--- config.mk ---
export PLATFORM = sky130hd
export DESIGN_NAME = bus_turnaround
export DESIGN_NICKNAME = d
export VERILOG_FILES = /design/src/rtl/bt_pkg.sv /design/src/rtl/bt_timer.sv /design/src/rtl/bt_phase_cnt.sv /design/src/rtl/bt_policy.sv /design/src/rtl/bus_turnaround.sv
export SDC_FILE = /design/constraint.sdc
export NUM_CORES = 1
export LEC_CHECK = 0
export BUFFER_PORTS_ARGS = -buffer_cell sky130_fd_sc_hd__buf_2
export CAP_MARGIN = 15
export CORE_MARGIN = 8
export CORE_UTILIZATION = 45
export CTS_BUF_LIST = sky130_fd_sc_hd__clkbuf_4 sky130_fd_sc_hd__clkbuf_8
export DETAILED_ROUTE_END_ITERATION = 10
export GPL_TIMING_DRIVEN = 1
export HOLD_SLACK_MARGIN = 0.08
export PLACE_DENSITY = 0.7
export SKIP_CTS_REPAIR_TIMING = 1
export SLEW_MARGIN = 20
export SYNTH_ARGS = -nofsm -noshare
export SYNTH_HDL_FRONTEND = slang
export SYNTH_SLANG_ARGS = --single-unit
--- constraint.sdc ---
create_clock -name clk -period 3.35 [get_ports clk]
set_input_delay 0.8375 -clock clk [delete_from_list [all_inputs] [get_ports clk]]
set_output_delay 0.8375 -clock clk [all_outputs]
set_load 0.005 [all_outputs]
--- src/rtl/bt_pkg.sv ---
package bt_pkg;
  typedef enum logic [1:0] {
    BT_READ  = 2'd0,
    BT_RD2WR = 2'd1,
    BT_WRITE = 2'd2,
    BT_WR2RD = 2'd3
  } bt_dir_e;
endpackage

--- src/rtl/bt_timer.sv ---
module bt_timer #(
  parameter int TW = 4
) (
  input  logic          clk,
  input  logic          rst_n,
  input  logic          load,
  input  logic [TW-1:0] load_val,
  output logic          expired
);
  logic [TW-1:0] cnt_q, cnt_d;

  always_comb begin
    cnt_d = cnt_q;
    if (load)              cnt_d = load_val;
    else if (cnt_q != '0)  cnt_d = cnt_q - 1'b1;
  end

  always_ff @(posedge clk or negedge rst_n) begin
    if (!rst_n) cnt_q <= '0;
    else        cnt_q <= cnt_d;
  end

  assign expired = (cnt_q == '0);
endmodule

--- src/rtl/bt_phase_cnt.sv ---
module bt_phase_cnt #(
  parameter int CW = 8
) (
  input  logic          clk,
  input  logic          rst_n,
  input  logic          clear,
  input  logic          inc,
  output logic [CW-1:0] count
);
  localparam logic [CW-1:0] CMAX = {CW{1'b1}};
  logic [CW-1:0] cnt_d;
  logic          cnt_en;

  always_comb begin
    cnt_en = clear || (inc && (count != CMAX));
    cnt_d  = clear ? '0 : count + 1'b1;
  end

  always_ff @(posedge clk or negedge rst_n) begin
    if (!rst_n)      count <= '0;
    else if (cnt_en) count <= cnt_d;
  end
endmodule

--- src/rtl/bt_policy.sv ---
module bt_policy
  import bt_pkg::*;
#(
  parameter int QW = 6,
  parameter int CW = 8
) (
  input  bt_dir_e       cur,
  input  logic [QW-1:0] rd_q,
  input  logic [QW-1:0] wr_q,
  input  logic [QW-1:0] hi_mark,
  input  logic [QW-1:0] lo_mark,
  input  logic [CW-1:0] min_wr,
  input  logic [CW-1:0] wr_done,
  input  logic          tmr_expired,
  output bt_dir_e       nxt
);
  logic rd_pend, wr_pend, wr_over, wr_under, burst_met;
  logic go_write, stop_write;

  always_comb begin
    rd_pend    = (rd_q != '0);
    wr_pend    = (wr_q != '0);
    wr_over    = (wr_q > hi_mark);
    wr_under   = (wr_q <= lo_mark);
    burst_met  = (wr_done >= min_wr);
    go_write   = wr_pend && (wr_over || !rd_pend);
    stop_write = !wr_pend || (burst_met && (wr_under || rd_pend));
  end

  always_comb begin
    nxt = cur;
    unique case (cur)
      BT_READ:  if (go_write)    nxt = BT_RD2WR;
      BT_RD2WR: if (tmr_expired) nxt = BT_WRITE;
      BT_WRITE: if (stop_write)  nxt = BT_WR2RD;
      BT_WR2RD: if (tmr_expired) nxt = BT_READ;
      default:                   nxt = BT_READ;
    endcase
  end
endmodule

--- src/rtl/bus_turnaround.sv ---
module bus_turnaround
  import bt_pkg::*;
#(
  parameter int QW = 6,
  parameter int CW = 8,
  parameter int TW = 4
) (
  input  logic          clk,
  input  logic          rst_n,
  input  logic [QW-1:0] rd_q_cnt,
  input  logic [QW-1:0] wr_q_cnt,
  input  logic          rd_issue,
  input  logic          wr_issue,
  input  logic [QW-1:0] wr_hi_mark,
  input  logic [QW-1:0] wr_lo_mark,
  input  logic [CW-1:0] min_wr_burst,
  input  logic [TW-1:0] t_rtw,
  input  logic [TW-1:0] t_wtr,
  output logic [1:0]    bus_dir,
  output logic          issue_ok,
  output logic [CW-1:0] rd_phase_cnt,
  output logic [CW-1:0] wr_phase_cnt
);
  localparam int NDIR = 2;

  bt_dir_e       st_q, st_d;
  logic          tmr_expired, tmr_load;
  logic [TW-1:0] tmr_val;
  logic [CW-1:0] phase_cnt [NDIR];

  bt_policy #(.QW(QW), .CW(CW)) u_policy (
    .cur         (st_q),
    .rd_q        (rd_q_cnt),
    .wr_q        (wr_q_cnt),
    .hi_mark     (wr_hi_mark),
    .lo_mark     (wr_lo_mark),
    .min_wr      (min_wr_burst),
    .wr_done     (phase_cnt[1]),
    .tmr_expired (tmr_expired),
    .nxt         (st_d)
  );

  always_ff @(posedge clk or negedge rst_n) begin
    if (!rst_n) st_q <= BT_READ;
    else        st_q <= st_d;
  end

  always_comb begin
    tmr_load = (st_d != st_q) && st_d[0];
    tmr_val  = (st_d == BT_RD2WR) ? t_rtw : t_wtr;
  end

  bt_timer #(.TW(TW)) u_timer (
    .clk      (clk),
    .rst_n    (rst_n),
    .load     (tmr_load),
    .load_val (tmr_val),
    .expired  (tmr_expired)
  );

  for (genvar g = 0; g < NDIR; g++) begin : g_phase
    localparam bt_dir_e DIR = (g == 0) ? BT_READ : BT_WRITE;
    logic strobe;
    assign strobe = (g == 0) ? rd_issue : wr_issue;
    bt_phase_cnt #(.CW(CW)) u_cnt (
      .clk   (clk),
      .rst_n (rst_n),
      .clear ((st_d == DIR) && (st_q != DIR)),
      .inc   (strobe && (st_q == DIR)),
      .count (phase_cnt[g])
    );
  end

  assign bus_dir      = st_q;
  assign issue_ok     = ~st_q[0];
  assign rd_phase_cnt = phase_cnt[0];
  assign wr_phase_cnt = phase_cnt[1];
endmodule

Word-level counts from Yosys, hierarchy flattened:

Index checks and enable logic that the tools add are counted.

* bits in registers: 22
* input bits: 44
* output and inout bits: 19
* word-level logic and storage cells: 54

* add/subtract/negate cells: 3
* $lt $le $gt $ge: 3
* equality and inequality tests: 9
* muxes and demuxes: 10
* bitwise gates (word level): 1
* reduce and logical (&&, ||, !) cells: 24

Operators by type and width (number)
* adder 8 x 1 -> 8 bit, second input constant: 2
* 2-to-1 mux 8 bit: 2
* inequality test 8 bit, second input constant: 2
* 2-to-1 mux 4 bit: 3
* nonzero test 6 bit: 2
* logical AND 1 bit: 9
* >= comparator 8 bit: 1
* 2-to-1 mux 2 bit: 4
* case mux 2 bit (4 select lines): 1
* == test 2 bit, second input constant: 3
* greater-than comparator 6 bit: 1
* less-or-equal comparator 6 bit: 1
* logical OR 1 bit: 5
* == test 2 x 1 -> 1 bit, second input constant: 2
* zero test 2 bit: 2
* zero test 4 bit: 1
* nonzero test 2 bit: 2
* nonzero test 4 bit: 1
* subtractor 4 x 1 -> 4 bit, second input constant: 1
* zero test 1 bit: 2
* inequality test 2 bit: 1
* inequality test 2 bit, second input constant: 1
* inverter 1 bit: 1

Depth between registers and ports, before layout:

* word-level depth: 9
* mapped depth: 9
* depth with buffers taken out: 8

By module:

Synthesis repeated with hierarchy kept, for this count alone.

* cell total of the unflattened synthesis: 208
* area total of the unflattened synthesis: 1948.1 um^2

By module, submodules not included
* bt_phase_cnt: times used 2, cells an instance 46, area an instance 478.0 um^2, seq. area each 200.2 um^2
* bt_policy: times used 1, cells an instance 78, area an instance 579.3 um^2, seq. area each 0.0 um^2
* bt_timer: times used 1, cells an instance 22, area an instance 234.0 um^2, seq. area each 100.1 um^2
* bus_turnaround: times used 1, cells an instance 16, area an instance 178.9 um^2, seq. area each 50.0 um^2

Least setup slack after synthesis:

OpenSTA, ideal clock, no wires.

* path kind: input to register
* start: input wr_hi_mark[5]
* end: register u_timer.cnt_q[0]
* setup time: 0.132 ns
* arrival time: 2.489 ns
* data required time: 3.218 ns
* slack: 0.729 ns
* cell stages on the path: 9
* path buffers: 1
* cells stage by stage: inv_1 > ha_1 > nand4_1 > o21bai_1 > a311oi_4 > o21ai_2 > or3_1 > buf_6 > mux2i_1

* longest elaborated chain between the ends: 8
* elaborated cells on any way between the ends: 11
* those cells by class: 1 x order compare; 2 x eq/ne; 4 x mux; 4 x reduce/logical

Ends and longest elaborated chain
* from (decl): RTL line bus_turnaround.sv:14 `input logic [QW-1:0] wr_hi_mark,`
* greater-than comparator 6 bit (*): RTL line bt_policy.sv:23 `wr_over = (wr_q > hi_mark);`
* logical OR 1 bit (*): RTL line bt_policy.sv:26 `go_write = wr_pend && (wr_over || !rd_pend);`
* logical AND 1 bit (*): RTL line bt_policy.sv:26
* 2-to-1 mux 2 bit (*): RTL line bt_policy.sv:33 `BT_READ: if (go_write) nxt = BT_RD2WR;`
* case mux 2 bit (4 select lines) (*): RTL line bt_policy.sv:32 `unique case (cur)`
* == test 2 x 1 -> 1 bit or inequality test 2 bit (tied branches): RTL line bus_turnaround.sv:50, bus_turnaround.sv:49
* 2-to-1 mux 4 bit or logical AND 1 bit (tied branches): RTL line bus_turnaround.sv:50, bus_turnaround.sv:49
* 2-to-1 mux 4 bit or nonzero test 2 bit (tied branches)
* to (signal assigned): RTL line bt_timer.sv:20 `else cnt_q <= cnt_d;`
* to (decl): RTL line bt_timer.sv:10 `logic [TW-1:0] cnt_q, cnt_d;`

Mark *: on every way between the ends. The rest lies on a longest branch, timed or not.
A chain may end at the register's enable or synchronous reset.

Final worst setup path:

* start: input wr_q_cnt[5]
* end: register u_timer.cnt_q[3]

* longest elaborated chain between the ends: 9
* elaborated cells on any way between the ends: 18
* those cells by class: 2 x order compare; 2 x eq/ne; 5 x mux; 9 x reduce/logical

Ends and longest elaborated chain
* from (decl): RTL line bus_turnaround.sv:11 `input logic [QW-1:0] wr_q_cnt,`
* less-or-equal comparator 6 bit: RTL line bt_policy.sv:24 `wr_under = (wr_q <= lo_mark);`
* logical OR 1 bit: RTL line bt_policy.sv:27 `stop_write = !wr_pend || (burst_met && (wr_under || rd_pend));`
* logical AND 1 bit: RTL line bt_policy.sv:27
* logical OR 1 bit: RTL line bt_policy.sv:27
* 2-to-1 mux 2 bit: RTL line bt_policy.sv:35 `BT_WRITE: if (stop_write) nxt = BT_WR2RD;`
* case mux 2 bit (4 select lines) (*): RTL line bt_policy.sv:32
* == test 2 x 1 -> 1 bit or inequality test 2 bit (tied branches): RTL line bus_turnaround.sv:50, bus_turnaround.sv:49
* 2-to-1 mux 4 bit or logical AND 1 bit (tied branches): RTL line bus_turnaround.sv:50, bus_turnaround.sv:49
* 2-to-1 mux 4 bit or nonzero test 2 bit (tied branches)

Marks and branches as above.

==> results_dict.tcl <==
set metrics [dict create \
    drt_iter0_markers 48 \
    rows 23 \
    antenna_found_initial 0 \
    min_path_type "input pin to asynchronous set/reset pin" \
    ant_nets 0 \
    initial_core_util_pct 46.4 \
    hpwl_mm 3.48 \
    rrSetupSlack_ps 1200 \
    crit_type "input pin to flop" \
    fmax_mhz 386 \
    syn-num-nets 271 \
    ys_types 42 \
    insertion_delay_ps 260 \
    clock_sinks 22 \
    grt_pass1_wl_mm 7.19 \
    first_pass_iters 4 \
    slew_viol_final 0 \
    dp_slack_ps 473 \
    layout_setup_ws_ps 760 \
    syn-cell-area_um2 1830 \
    p_per_area_nw_per_um2 585 \
    pin_count 63 \
    synth_seq_area_share_pct 30.1 \
    die_w_um 79.7 \
    wl_per_cell_um 13.1 \
    setup_viol 0 \
    peakVddDrop_mv 0.315 \
    critPathLaunch "wr_q_cnt[5]" \
    slew-limit-headroom_pct 65.0 \
    ys_seq_elements 22 \
    routed_wl_mm 4.14 \
    skew_ps 0.998 \
    clk_pin_slew_ps 80 \
    synth_cells 204 \
    fin_crit_sh_pct 77.3 \
    fillers 355 \
    timing.rr.end "u_timer.cnt_q[3]$_DFFE_PN0P_" \
    arrival_ps 2730 \
    power.leakage_nw 1.22 \
    grt_usage_pct 13.5 \
    area_delta_synth_final_pct 23.1 \
    antenna_cells 0 \
    finish.utilization_pct 57.1 \
    route.vias.total 1632 \
    status "complete, no violations" \
    r2r-start "u_timer.cnt_q[0]$_DFFE_PN0P_" \
    core_area_um2 3940 \
    synth.avg_cell_area_um2 8.96 \
    gp_congestion 0.783 \
    finalCriticalPeriod_ps 2590 \
    cp.required_ps 3490 \
    htree_levels 1 \
    via_per_inst 5.16 \
    place_inst 312 \
    drive_gt1_share_pct 27.4 \
    port_buffers 62 \
    yosys_warnings 0 \
    worstMarginPinSlew_ps 523 \
    hold_violations 0 \
    cts_root_buf "clkbuf_8" \
    tns_ps 0 \
    cts_tree "built" \
    cts_max_path_buffers 2 \
    cts_buffers 3 \
    die-area_um2 6360 \
    timing.max_cap.violations 0 \
    die-height_um 79.7 \
    multi_input_area_um2 1150 \
    instances_no_fill 316 \
    critPathCaptureType "flop" \
    grt.overflow.total 0 \
    drc 0 \
    cp-start-kind "input pin" \
    crit_fanout 5 \
    grt_max_degree 23 \
    worstRegToRegCells 9 \
    whs_ps 524 \
    seqCellArea_um2 551 \
    rsz0062_at_grt "false" \
    nets 334 \
    grt_pass1_vias 1726 \
]
==> flip-flops by register name, summed over array words and instances (netlist names) <==
| register | flops |
|---|---|
| bus_dir | 2 |
| g_phase.u_cnt.count | 16 |
| u_timer.cnt_q | 4 |
==> how the worst max path moves through the flow <==
stage | endpoint | slack, ps | depth (start not counted)
6_report | u_timer.cnt_q[3]$_DFFE_PN0P_ | 760 | 8
4_1_cts | u_timer.cnt_q[3]$_DFFE_PN0P_ | 760 | 8
2_1_floorplan | u_timer.cnt_q[0]$_DFFE_PN0P_ | 730 | 9
3_3_place_gp | u_timer.cnt_q[0]$_DFFE_PN0P_ | 500 | 8
3_5_place_dp | u_timer.cnt_q[3]$_DFFE_PN0P_ | 470 | 8
5_1_grt | u_timer.cnt_q[0]$_DFFE_PN0P_ | 640 | 8
==> routing by layer <==
metal / up-vias / GRT usage [%] / wire length [um]
met2: 50 / 24.4 / 2000
met1: 741 / 15.0 / 1780
li1: 837 / - / -
met3: 4 / 3.72 / 319
met4: 0 / 3.82 / 42
met5: - / 0 / 0
==> logic make-up after synthesis <==
family / Yosys count / synth area share, %
buffers and inverters: 30 / 6.71
muxes: 10 / 5.48
adders and majority gates: 23 / 15.7
and+or+nand+nor: 72 / 20.7
xor gates and xnor gates: 16 / 7.67
DFF: 22 / 30.1
AOI/OAI and AO/OA: 31 / 13.6
==> power breakdown <==
group | internal, W | total [W] | leakage [nW] | switching, W
Sequential | 0.000351 | 0.000479 | 0.284 | 0.000128
Combinational | 0.000292 | 0.000593 | 0.903 | 0.000301
Clock | 0.000160 | 0.000244 | 0.0357 | 0.0000844
Total | 0.000803 | 0.00132 | 1.22 | 0.000514
==> worst max-delay path, stage by stage <==
cell and delay, ps:
buf_2 120, ha_1 310, nand4_1 140, o21bai_1 220, a311oi_4 450, o21ai_2 70, or3_1 430, mux2i_1 150
==> area by class of cell <==
type	count	area share [%]
Tap cell	50	2.78
Timing Repair Buffer	63	14.1
Multi-Input combinational cell	152	51.3
Clock inverter	1	1.33
Clock buffer	3	1.83
Inverter	25	4.17
Sequential cell	22	24.5
==> cells in the final DEF, fill, tap and decap left out, types with 6 or more instances in the layout <==
cell type and instances:
nor2_1 25, a21oi_1 6, nand3_1 8, dfrtp_1 22
nand2_1 14, buf_2 62, xnor2_1 7, mux2i_1 10
inv_1 25, xor2_1 9, ha_1 23
==> through the flow <==
stage / cell area, um2 / power (W)
4_1_cts: 2250 / 0.00133
5_1_grt: 2250 / 0.00146
6_report: 2250 / 0.00132
3_5_place_dp: 2180 / 0.00109
3_3_place_gp: 2180 / 0.00107
2_1_floorplan: 1830 / 0.000887
==> cell usage after synthesis (all sizes together) <==
cell type / count / area (um2)
nor3: 3 / 26.3
inv: 25 / 93.8
nand4: 4 / 25.0
a22o: 4 / 35.0
nand3b: 1 / 7.51
clkbuf: 2 / 7.51
a41oi: 1 / 8.76
xnor2: 7 / 61.3
nor3b: 1 / 7.51
nand2b: 2 / 12.5
dfrtp: 22 / 551
a22oi: 1 / 7.51
nor4: 1 / 21.3
a211oi: 2 / 20.0
and2: 1 / 6.26
o211ai: 1 / 7.51
a31oi: 1 / 6.26
o2111a: 1 / 11.3
o21bai: 1 / 7.51
and4: 2 / 17.5
ha: 23 / 288
a21o: 1 / 7.51
nand2: 14 / 52.6
or4: 1 / 11.3
nor2: 25 / 93.8
a2111oi: 1 / 8.76
a311oi: 2 / 35.0
mux2i: 10 / 100
buf: 3 / 21.3
and3: 3 / 18.8
or3: 2 / 12.5
xor2: 9 / 78.8
nor2b: 4 / 25.0
a221oi: 4 / 35.0
nand3: 8 / 40.0
a21oi: 6 / 30.0
o21ai: 5 / 28.8
Note: power is estimated with default switching activity, not from simulation.
